File: config.mk
export PLATFORM = sky130hd
export DESIGN_NAME = stk_ptr_engine
export DESIGN_NICKNAME = d
export VERILOG_FILES = /design/src/rtl/stk_pkg.sv /design/src/rtl/stk_ptr_reg.sv /design/src/rtl/stk_seq_fsm.sv /design/src/rtl/stk_ptr_engine.sv
export SDC_FILE = /design/constraint.sdc
export NUM_CORES = 1
export LEC_CHECK = 0
export CAP_MARGIN = 15
export CORE_AREA = 5 5 98 100
export DETAILED_ROUTE_END_ITERATION = 6
export DIE_AREA = 0 0 103 105
export GPL_TIMING_DRIVEN = 0
export PLACE_DENSITY = 0.87
export SYNTH_ARGS = -nofsm -noshare
export SYNTH_HDL_FRONTEND = slang
export SYNTH_HIERARCHICAL = 1
export SYNTH_SLANG_ARGS = --single-unit
File: constraint.sdc
create_clock -name clk -period 4.5 [get_ports clk]
set_input_delay 0.675 -clock clk [delete_from_list [all_inputs] [get_ports clk]]
set_output_delay 0.675 -clock clk [all_outputs]
set_load 0.01 [all_outputs]
File: src/rtl/stk_pkg.sv
package stk_pkg;
    typedef enum logic [3:0] {
        ST_IDLE,
        ST_PUSH,
        ST_POP,
        ST_CALL_LO,
        ST_CALL_MID,
        ST_CALL_HI,
        ST_RET_HI,
        ST_RET_MID,
        ST_RET_LO
    } stk_state_e;
endpackage

File: src/rtl/stk_ptr_reg.sv
module stk_ptr_reg #(
    parameter int ADDR_W = 16,
    parameter int DATA_W = 8,
    parameter logic [ADDR_W-1:0] RESET_SP = 16'h21FF,
    localparam int NB = ADDR_W / DATA_W,
    localparam int SEL_W = (NB > 1) ? $clog2(NB) : 1
) (
    input  logic              clk,
    input  logic              rst_n,
    input  logic              step_dn,
    input  logic              step_up,
    input  logic              ld_en,
    input  logic [SEL_W-1:0]  ld_sel,
    input  logic [DATA_W-1:0] ld_data,
    output logic [ADDR_W-1:0] sp_q,
    output logic [ADDR_W-1:0] sp_plus
);
    logic [ADDR_W-1:0] sp_r;
    logic [ADDR_W-1:0] sp_ld;
    logic [ADDR_W-1:0] sp_d;

    for (genvar b = 0; b < NB; b++) begin : g_byte
        always_comb begin
            if (ld_en && (ld_sel == SEL_W'(b)))
                sp_ld[b*DATA_W +: DATA_W] = ld_data;
            else
                sp_ld[b*DATA_W +: DATA_W] = sp_r[b*DATA_W +: DATA_W];
        end
    end

    always_comb begin
        if (ld_en)        sp_d = sp_ld;
        else if (step_dn) sp_d = sp_r - ADDR_W'(1);
        else if (step_up) sp_d = sp_r + ADDR_W'(1);
        else              sp_d = sp_r;
    end

    always_ff @(posedge clk) begin
        if (!rst_n) sp_r <= RESET_SP;
        else        sp_r <= sp_d;
    end

    assign sp_q    = sp_r;
    assign sp_plus = sp_r + ADDR_W'(1);
endmodule

File: src/rtl/stk_seq_fsm.sv
module stk_seq_fsm
    import stk_pkg::*;
#(
    parameter int ADDR_W = 16,
    parameter int DATA_W = 8,
    parameter int RA_W   = 22,
    localparam int HI_W  = RA_W - 2*DATA_W
) (
    input  logic              clk,
    input  logic              rst_n,
    input  logic              push_req,
    input  logic [DATA_W-1:0] push_data,
    input  logic              pop_req,
    input  logic              call_req,
    input  logic [RA_W-1:0]   call_addr,
    input  logic              ret_req,
    input  logic              reg_wr_en,
    input  logic [ADDR_W-1:0] sp,
    input  logic [ADDR_W-1:0] sp_plus,
    input  logic [DATA_W-1:0] mem_rdata,
    output logic [ADDR_W-1:0] mem_addr,
    output logic [DATA_W-1:0] mem_wdata,
    output logic              mem_we,
    output logic              done,
    output logic              busy,
    output logic              step_dn,
    output logic              step_up,
    output logic              ld_en,
    output logic [DATA_W-1:0] pop_data,
    output logic [RA_W-1:0]   ret_addr
);
    stk_state_e        state_q, state_d;
    logic [RA_W-1:0]   save_q;
    logic [RA_W-1:0]   ret_q;
    logic [DATA_W-1:0] pop_q;

    always_comb begin
        state_d = state_q;
        unique case (state_q)
            ST_IDLE: begin
                if (reg_wr_en)     state_d = ST_IDLE;
                else if (call_req) state_d = ST_CALL_LO;
                else if (ret_req)  state_d = ST_RET_HI;
                else if (push_req) state_d = ST_PUSH;
                else if (pop_req)  state_d = ST_POP;
            end
            ST_PUSH, ST_POP:  state_d = ST_IDLE;
            ST_CALL_LO:       state_d = ST_CALL_MID;
            ST_CALL_MID:      state_d = ST_CALL_HI;
            ST_CALL_HI:       state_d = ST_IDLE;
            ST_RET_HI:        state_d = ST_RET_MID;
            ST_RET_MID:       state_d = ST_RET_LO;
            ST_RET_LO:        state_d = ST_IDLE;
            default:          state_d = ST_IDLE;
        endcase
    end

    always_ff @(posedge clk) begin
        if (!rst_n) state_q <= ST_IDLE;
        else        state_q <= state_d;
    end

    always_ff @(posedge clk) begin
        if (!rst_n) begin
            save_q <= '0;
            ret_q  <= '0;
            pop_q  <= '0;
        end else begin
            unique case (state_q)
                ST_IDLE: begin
                    if (!reg_wr_en) begin
                        if (call_req)      save_q <= call_addr;
                        else if (push_req) save_q <= RA_W'(push_data);
                    end
                end
                ST_POP:     pop_q <= mem_rdata;
                ST_RET_HI:  ret_q[RA_W-1:2*DATA_W]   <= mem_rdata[HI_W-1:0];
                ST_RET_MID: ret_q[2*DATA_W-1:DATA_W] <= mem_rdata;
                ST_RET_LO:  ret_q[DATA_W-1:0]        <= mem_rdata;
                default: ;
            endcase
        end
    end

    always_comb begin
        mem_addr  = sp;
        mem_wdata = '0;
        mem_we    = 1'b0;
        done      = 1'b0;
        step_dn   = 1'b0;
        step_up   = 1'b0;
        unique case (state_q)
            ST_IDLE: ;
            ST_PUSH: begin
                mem_we = 1'b1; mem_wdata = save_q[DATA_W-1:0];
                step_dn = 1'b1; done = 1'b1;
            end
            ST_POP: begin
                mem_addr = sp_plus; step_up = 1'b1; done = 1'b1;
            end
            ST_CALL_LO: begin
                mem_we = 1'b1; mem_wdata = save_q[DATA_W-1:0]; step_dn = 1'b1;
            end
            ST_CALL_MID: begin
                mem_we = 1'b1; mem_wdata = save_q[2*DATA_W-1:DATA_W]; step_dn = 1'b1;
            end
            ST_CALL_HI: begin
                mem_we = 1'b1; mem_wdata = DATA_W'(save_q[RA_W-1:2*DATA_W]);
                step_dn = 1'b1; done = 1'b1;
            end
            ST_RET_HI, ST_RET_MID: begin
                mem_addr = sp_plus; step_up = 1'b1;
            end
            ST_RET_LO: begin
                mem_addr = sp_plus; step_up = 1'b1; done = 1'b1;
            end
            default: ;
        endcase
    end

    assign busy     = (state_q != ST_IDLE);
    assign ld_en    = (state_q == ST_IDLE) && reg_wr_en;
    assign pop_data = pop_q;
    assign ret_addr = ret_q;
endmodule

File: src/rtl/stk_ptr_engine.sv
module stk_ptr_engine #(
    parameter int ADDR_W = 16,
    parameter int DATA_W = 8,
    parameter int RA_W   = 22,
    parameter logic [ADDR_W-1:0] RESET_SP = 16'h21FF,
    parameter logic [ADDR_W-1:0] FLOOR    = 16'h0200,
    localparam int NB    = ADDR_W / DATA_W,
    localparam int SEL_W = (NB > 1) ? $clog2(NB) : 1
) (
    input  logic              clk,
    input  logic              rst_n,
    input  logic              push_req,
    input  logic [DATA_W-1:0] push_data,
    input  logic              pop_req,
    input  logic              call_req,
    input  logic [RA_W-1:0]   call_addr,
    input  logic              ret_req,
    input  logic              reg_wr_en,
    input  logic              reg_wr_hi,
    input  logic [DATA_W-1:0] reg_wr_data,
    input  logic [DATA_W-1:0] mem_rdata,
    output logic [ADDR_W-1:0] mem_addr,
    output logic [DATA_W-1:0] mem_wdata,
    output logic              mem_we,
    output logic [DATA_W-1:0] sp_hi,
    output logic [DATA_W-1:0] sp_lo,
    output logic [DATA_W-1:0] pop_data,
    output logic [RA_W-1:0]   ret_addr,
    output logic              done,
    output logic              busy,
    output logic              ovf
);
    logic [ADDR_W-1:0] sp;
    logic [ADDR_W-1:0] sp_plus;
    logic              step_dn;
    logic              step_up;
    logic              ld_en;

    stk_ptr_reg #(
        .ADDR_W(ADDR_W), .DATA_W(DATA_W), .RESET_SP(RESET_SP)
    ) u_ptr (
        .clk(clk), .rst_n(rst_n),
        .step_dn(step_dn), .step_up(step_up),
        .ld_en(ld_en), .ld_sel(SEL_W'(reg_wr_hi)), .ld_data(reg_wr_data),
        .sp_q(sp), .sp_plus(sp_plus)
    );

    stk_seq_fsm #(
        .ADDR_W(ADDR_W), .DATA_W(DATA_W), .RA_W(RA_W)
    ) u_fsm (
        .clk(clk), .rst_n(rst_n),
        .push_req(push_req), .push_data(push_data), .pop_req(pop_req),
        .call_req(call_req), .call_addr(call_addr), .ret_req(ret_req),
        .reg_wr_en(reg_wr_en), .sp(sp), .sp_plus(sp_plus),
        .mem_rdata(mem_rdata), .mem_addr(mem_addr), .mem_wdata(mem_wdata),
        .mem_we(mem_we), .done(done), .busy(busy),
        .step_dn(step_dn), .step_up(step_up), .ld_en(ld_en),
        .pop_data(pop_data), .ret_addr(ret_addr)
    );

    assign sp_hi = sp[ADDR_W-1:ADDR_W-DATA_W];
    assign sp_lo = sp[DATA_W-1:0];
    assign ovf   = (sp <= FLOOR);
endmodule

# --- Word-level counts from Yosys, hierarchy flattened ---
# Cells that the tools add are included.
# W data, S select, Z words.
word_totals:
  reg_bits: 72
  input_bits: 54
  out_inout_bits: 74
  word_cells: 56
op_classes:
  add_sub_neg: 2
  order_cmp: 1
  eq_ne: 11
  mux: 18
  bitwise: 2
  n_reduce_logical: 14
ops:
  columns: ["cell", "n"]
  rows:
  - ["$mux W16", 4]
  - ["$mux W22", 2]
  - ["$pmux W8 S3", 1]
  - ["$mux W4", 5]
  - ["$pmux W4 S5", 1]
  - ["$add A16 B1 Y16 const B", 1]
  - ["$eq A4 B3 Y1 const B", 4]
  - ["$le A16 B10 Y1 const B", 1]
  - ["$mux W8", 2]
  - ["$sub A16 B1 Y16 const B", 1]
  - ["$reduce_or A4 Y1", 3]
  - ["$eq A4 B2 Y1 const B", 2]
  - ["$ne A6 B6 Y1 const B", 1]
  - ["$eq A4 B1 Y1 const B", 1]
  - ["$eq A4 B4 Y1 const B", 1]
  - ["$logic_not A4 Y1", 1]
  - ["$ne A2 B2 Y1 const B", 2]
  - ["$reduce_and A2 Y1", 2]
  - ["$reduce_bool A4 Y1", 1]
  - ["$logic_and A1 B1 Y1", 3]
  - ["$mux W1", 3]
  - ["$reduce_and A3 Y1", 1]
  - ["$reduce_bool A3 Y1", 1]
  - ["$not A1 Y1", 2]
  - ["2 further kinds", 2]

# --- Longest topological paths before layout ---
depth:
  word_depth: 6
  depth_mapped: 12

# --- Cells and area by module ---
# The synthesis kept the hierarchy.
by_module_without_submodules:
  columns: ["mod", "n_inst", "cells_per_inst", "area_each_um2", "seq_area_each_um2"]
  rows:
  - ["stk_seq_fsm", 1, 314, 2822.7, 1121.1]
  - ["stk_ptr_reg", 1, 215, 1503.9, 320.3]
  - ["stk_ptr_engine", 1, 6, 42.5, 0.0]

# --- Least setup slack after synthesis ---
# Ideal clock, no wire load.
synth_path:
  kind: "register to output"
  from: "reg u_ptr.sp_r[2] (netlist: u_ptr/sp_q[2])"
  to: "out mem_addr[12]"
  t_arrival_ns: 1.936
  path_slack_ns: 1.889
  path_stages_with_launch: 8
  cell_sequence: "dfxtp_1 clkbuf_1 nand3_1 nor3_1 and3_1 xnor2_1 inv_1 mux2_2"
synth_between:
  elab_chain_len: 2
synth_rtl:
  columns: ["element", "line_no", "text"]
  rows:
  - ["from (decl)", "stk_ptr_reg.sv:18", "logic [ADDR_W-1:0] sp_r;"]
  - ["from (signal assigned)", "stk_ptr_reg.sv:40", "else sp_r <= sp_d;"]
  - ["$add A16 B1 Y16", "stk_ptr_reg.sv:44", "assign sp_plus = sp_r + ADDR_W'(1);"]
  - ["via sp_plus[12]", "stk_ptr_engine.sv:34", "logic [ADDR_W-1:0] sp_plus;"]
  - ["$mux W16", "stk_seq_fsm.sv:92", "unique case (state_q)"]
  - ["to (decl)", "stk_ptr_engine.sv:22", "output logic [ADDR_W-1:0] mem_addr,"]
# The timed path passes the listed nets, and every way through them passes these cells.

# --- Worst setup path after layout ---
layout_path:
  from: "reg u_ptr.sp_r[5] (netlist: u_ptr/sp_q[5])"
  to: "out mem_addr[12]"
# The elaborated chain is that of the path after synthesis.

==> run summary <==
==========================================================================================
Status                                                                        finished, final reports clean
F_max                                                                            255.8 MHz
Io pins                                                                                128
Number of hold-repair buffers added at the cts stage                                     0
Cell with the biggest individual delay on the critical path                   sky130_fd_sc_hd__nor3_1
Number of max-cap violations                                                             0
Post-detail-place hpwl                                                        10480 microns
Arrival @ worst endpoint                                                           3.23 ns
Area growth from synthesis to layout                                                37.31%
Sink count of the clock tree                                                            72
TritonCTS clock tree                                                                 built
Per-instance average area after synthesis                                      8.167 sq um
Number of flip-flops and latches in the synthesized netlist                             72
Global-route wire length before repair                                        22420 microns
Number of buffers on the longest clock path                                              2
Post-detailed-placement cell area                                             0.005766 sq mm
Fraction of layout cells with a size suffix above 1                                 0.1078
CP Cell Sequence                                                              buf_2 > nand3_1 > nor3_1 > and3_1 > xnor2_1 > inv_1 > mux2_2 > clkdlybuf4s50_1
Net count of the finished layout                                                       728
H-tree levels                                                                            3
Seq/Total Area, Yosys                                                               0.3299
Die boundary width                                                             103 microns
Number of synthesis warnings                                                             6
Pwr/cell area                                                                 371.1 mW/mm^2
Number of distinct library cells after synthesis                                        68
Post-layout utilization of the core                                                 0.6982
Final period demand of the worst path                                             3.909 ns
Clock latency reported for the late side of the worst-skew pair                    0.35 ns
Number of slew-limit violations in the final report                                      0
Fraction of synthesized cell area taken by the top area cell type                   0.3299
GRT Total Usage                                                                     0.2573
Worst min-delay path class                                                      reg -> reg
Transition time at the pin with the least slew margin                            0.9149 ns
Number of rows in the core area                                                         34
DIE AREA                                                                      0.01082 sq mm
Post-synth design cell area                                                   0.004369 sq mm
First-pass iteration count of the detailed router                                        6
Post-synth ARST share                                                                    0
GPL Wtd Cong                                                                        0.9836
Critical path capture point type                                               output port
Count of input and output buffers                                                      126
Antenna viol nets, final                                                                 0
Leakage component of the power                                                    2.262 nW
Number of buffers added by the clock tree synthesis step                                 9
Cell depth of the worst flop-to-flop path                                               10
Combinational group share of total power                                             0.388
Post-DR vias/cell                                                                    5.938
Cell-internal power                                                               1.418 mW
PostCTS Resize Cnt                                                                       0
Endpoints failing hold                                                                   0
Antenna violations before repair                                                         0
Buffers and inverters on the worst path                                                  3
Worst supply voltage drop on vdd                                                 0.2101 mV
Cell types with the largest area share after synthesis                        sky130_fd_sc_hd__dfxtp_1, sky130_fd_sc_hd__nand2_1, sky130_fd_sc_hd__a21boi_0
Cell count of the worst hold path                                                        2
Vertical extent of the die                                                     105 microns
Worst clock skew                                                               0.006620 ns
Synth Flop Type                                                               sky130_fd_sc_hd__dfxtp_1
Power spent charging and discharging nets                                        0.8089 mW
Finished layout cell area                                                     0.006000 sq mm
Pin count of the biggest net entering global routing                                    16
Max-Slew Margin vs Limit                                                            0.3818
Max stage delay on crit path                                                       0.55 ns
Number of flops mapped to enable cells by yosys                                          0
WL per Instance                                                               17.91 microns
Net count of the mapped netlist                                                        591
Number of violations reported at the end of detailed-routing iteration 0               398
Area of the core                                                              0.008593 sq mm
Max FO, Critical Path                                                                   10
Kind of critical path                                                           reg -> out
Clock network fraction of design power                                               0.272
Synthesized netlist cell count                                                         535
Via Count                                                                             4661
Sum of routed wire length over all layers                                     14060 microns
Via count of the first global-routing pass                                            4551
Starting Density                                                                    0.5084
Root Buffer                                                                   sky130_fd_sc_hd__clkbuf_8
Library cell occupying the most area in the post-synthesis netlist            sky130_fd_sc_hd__dfxtp_1
Diodes inserted                                                                          0
Setup repair after global routing missed its margin                                     no
Clock edge transition at the registers on the reported setup and hold paths        0.09 ns
DRC violations left                                                                      0
Crit path launch type                                                             register
Setup TNS                                                                             0 ns
Post-CTS repair timing setup buffer count                                                0
Stages on worst setup path                                                               8
Final worst-path cycle share                                                        0.8686
Switching portion of total power                                                    0.3633
Filler cells                                                                           671
Top delay family on crit path                                                 simple AND/OR/NAND/NOR gates
Share of power burned in registers                                                   0.340
GR Overflow Total                                                                        0
Final number of setup-violating endpoints                                                0
Data required, critical path                                                       3.83 ns
==========================================================================================
## layout by cell type, fill, tap and decap left out, types with 16 or more instances in the layout
| cell | netlist | routed |
|---|---|---|
| sky130_fd_sc_hd__nor2_1 | 19 | 19 |
| sky130_fd_sc_hd__a21boi_0 | 25 | 25 |
| sky130_fd_sc_hd__o21ai_0 | 17 | 17 |
| sky130_fd_sc_hd__a21oi_1 | 16 | 16 |
| sky130_fd_sc_hd__nand2_1 | 108 | 108 |
| sky130_fd_sc_hd__dfxtp_1 | 72 | 72 |
| sky130_fd_sc_hd__clkdlybuf4s50_1 | 0 | 126 |
| sky130_fd_sc_hd__nand3_1 | 22 | 22 |
| sky130_fd_sc_hd__clkbuf_1 | 28 | 28 |
| sky130_fd_sc_hd__mux2_2 | 16 | 16 |
| sky130_fd_sc_hd__mux2i_1 | 17 | 17 |
## final timing paths
path | startpoint | endpoint | slack [ns]
worst max-delay path | u_ptr/sp_q[5] | mem_addr[12] | 0.59
worst min-delay path | u_fsm/pop_data[0] | u_fsm/pop_data[0] | 0.46
worst max register to register | u_fsm/state_q[1] | u_ptr/sp_q[5] | 1.40
worst min register to register | u_fsm/pop_data[0] | u_fsm/pop_data[0] | 0.46
## metrics by stage
step                      cells  setup WS (ns)  hold slack (ns)  total power, mW
after floorplan             535          1.889           0.4467            1.269
final                       785         0.5912           0.4649            2.227
after CTS                   785         0.6311           0.4680            2.222
after detailed placement    769          1.018           0.4571            1.616
after global placement      769          1.063           0.4537            1.597
after global routing        785         0.4673           0.5040            2.340
## logic make-up (layout without fill, tap and decap cells)
group / count (synthesis) / in the layout / share of synthesized area
AOI/OAI and AO/OA: 127 / 127 / 0.2237
muxes: 34 / 34 / 0.08276
buffers and inverters: 60 / 202 / 0.06243
and+or+nand+nor: 226 / 226 / 0.2675
xor gates and xnor gates: 14 / 14 / 0.02806
DFF: 72 / 72 / 0.3299
adders and majority gates: 2 / 2 / 0.005726
## per-layer routing
layer,global-route usage,share of wire,vias to the layer above
met4,0.1027,0.036,0
met1,0.3314,0.40,2135
li1,-,-,2196
met3,0.05263,0.091,52
met2,0.4161,0.47,278
met5,0,0,-
## power by group through the flow
stage          sequential (mW)  clock [mW]  combinational (mW)
2_1_floorplan            0.767           0               0.501
3_3_place_gp             0.765           0               0.832
3_5_place_dp             0.770           0               0.846
4_1_cts                  0.755       0.616               0.851
5_1_grt                  0.765       0.645               0.931
6_report                 0.757       0.606               0.864
## Yosys cell counts (all sizes together) (2+ instances only)
library cell,count
o2111ai,2
a22o,2
nor3,13
a221o,2
inv,14
nand3b,2
nand4b,3
nor4bb,2
and3,2
nor4,10
o21ai,18
clkbuf,28
ha,2
or4,2
or4b,4
xor2,6
a31oi,9
dfxtp,72
a22oi,6
buf,18
nor3b,2
nor2b,8
nor4b,5
a211oi,3
a2111oi,3
nand2b,11
xnor2,8
o21a,3
o41ai,2
mux2,17
nand3,22
mux2i,17
a21boi,25
o22ai,16
or3,3
nor2,19
and2,4
a21oi,16
nand2,108
nand4,4
o211a,9
## worst register-to-register path, cell delays in order, from the launching register on
cell and delay [ns]:
sky130_fd_sc_hd__dfxtp_1 0.31, sky130_fd_sc_hd__buf_6 0.14, sky130_fd_sc_hd__nor4_4 0.34, sky130_fd_sc_hd__clkbuf_1 0.36
sky130_fd_sc_hd__and2_1 0.18, sky130_fd_sc_hd__clkbuf_1 0.31, sky130_fd_sc_hd__nor3_1 0.15, sky130_fd_sc_hd__a21oi_1 0.65
sky130_fd_sc_hd__nand3_1 0.21, sky130_fd_sc_hd__a211oi_1 0.23, sky130_fd_sc_hd__nor3_1 0.08
## sequential cells by signal, summed over array words and instances (netlist names)
signal	flops
u_fsm/pop_data	8
u_fsm/ret_addr	22
u_fsm/save_q	22
u_fsm/state_q	4
u_ptr/sp_q	16
## area by class of cell
| cell class | instances | area [sq um] | area share |
|---|---|---|---|
| Timing Repair Buffer | 126 | 1261 | 0.2102 |
| Clock inverter | 7 | 110.1 | 0.01835 |
| Buffer | 46 | 220.2 | 0.03670 |
| Sequential cell | 72 | 1441 | 0.2403 |
| Inverter | 14 | 52.55 | 0.008759 |
| Clock buffer | 9 | 123.9 | 0.02065 |
| Tap cell | 108 | 135.1 | 0.02252 |
| Multi-Input combinational cell | 403 | 2655 | 0.4425 |
(Power assumes the default switching activity.)
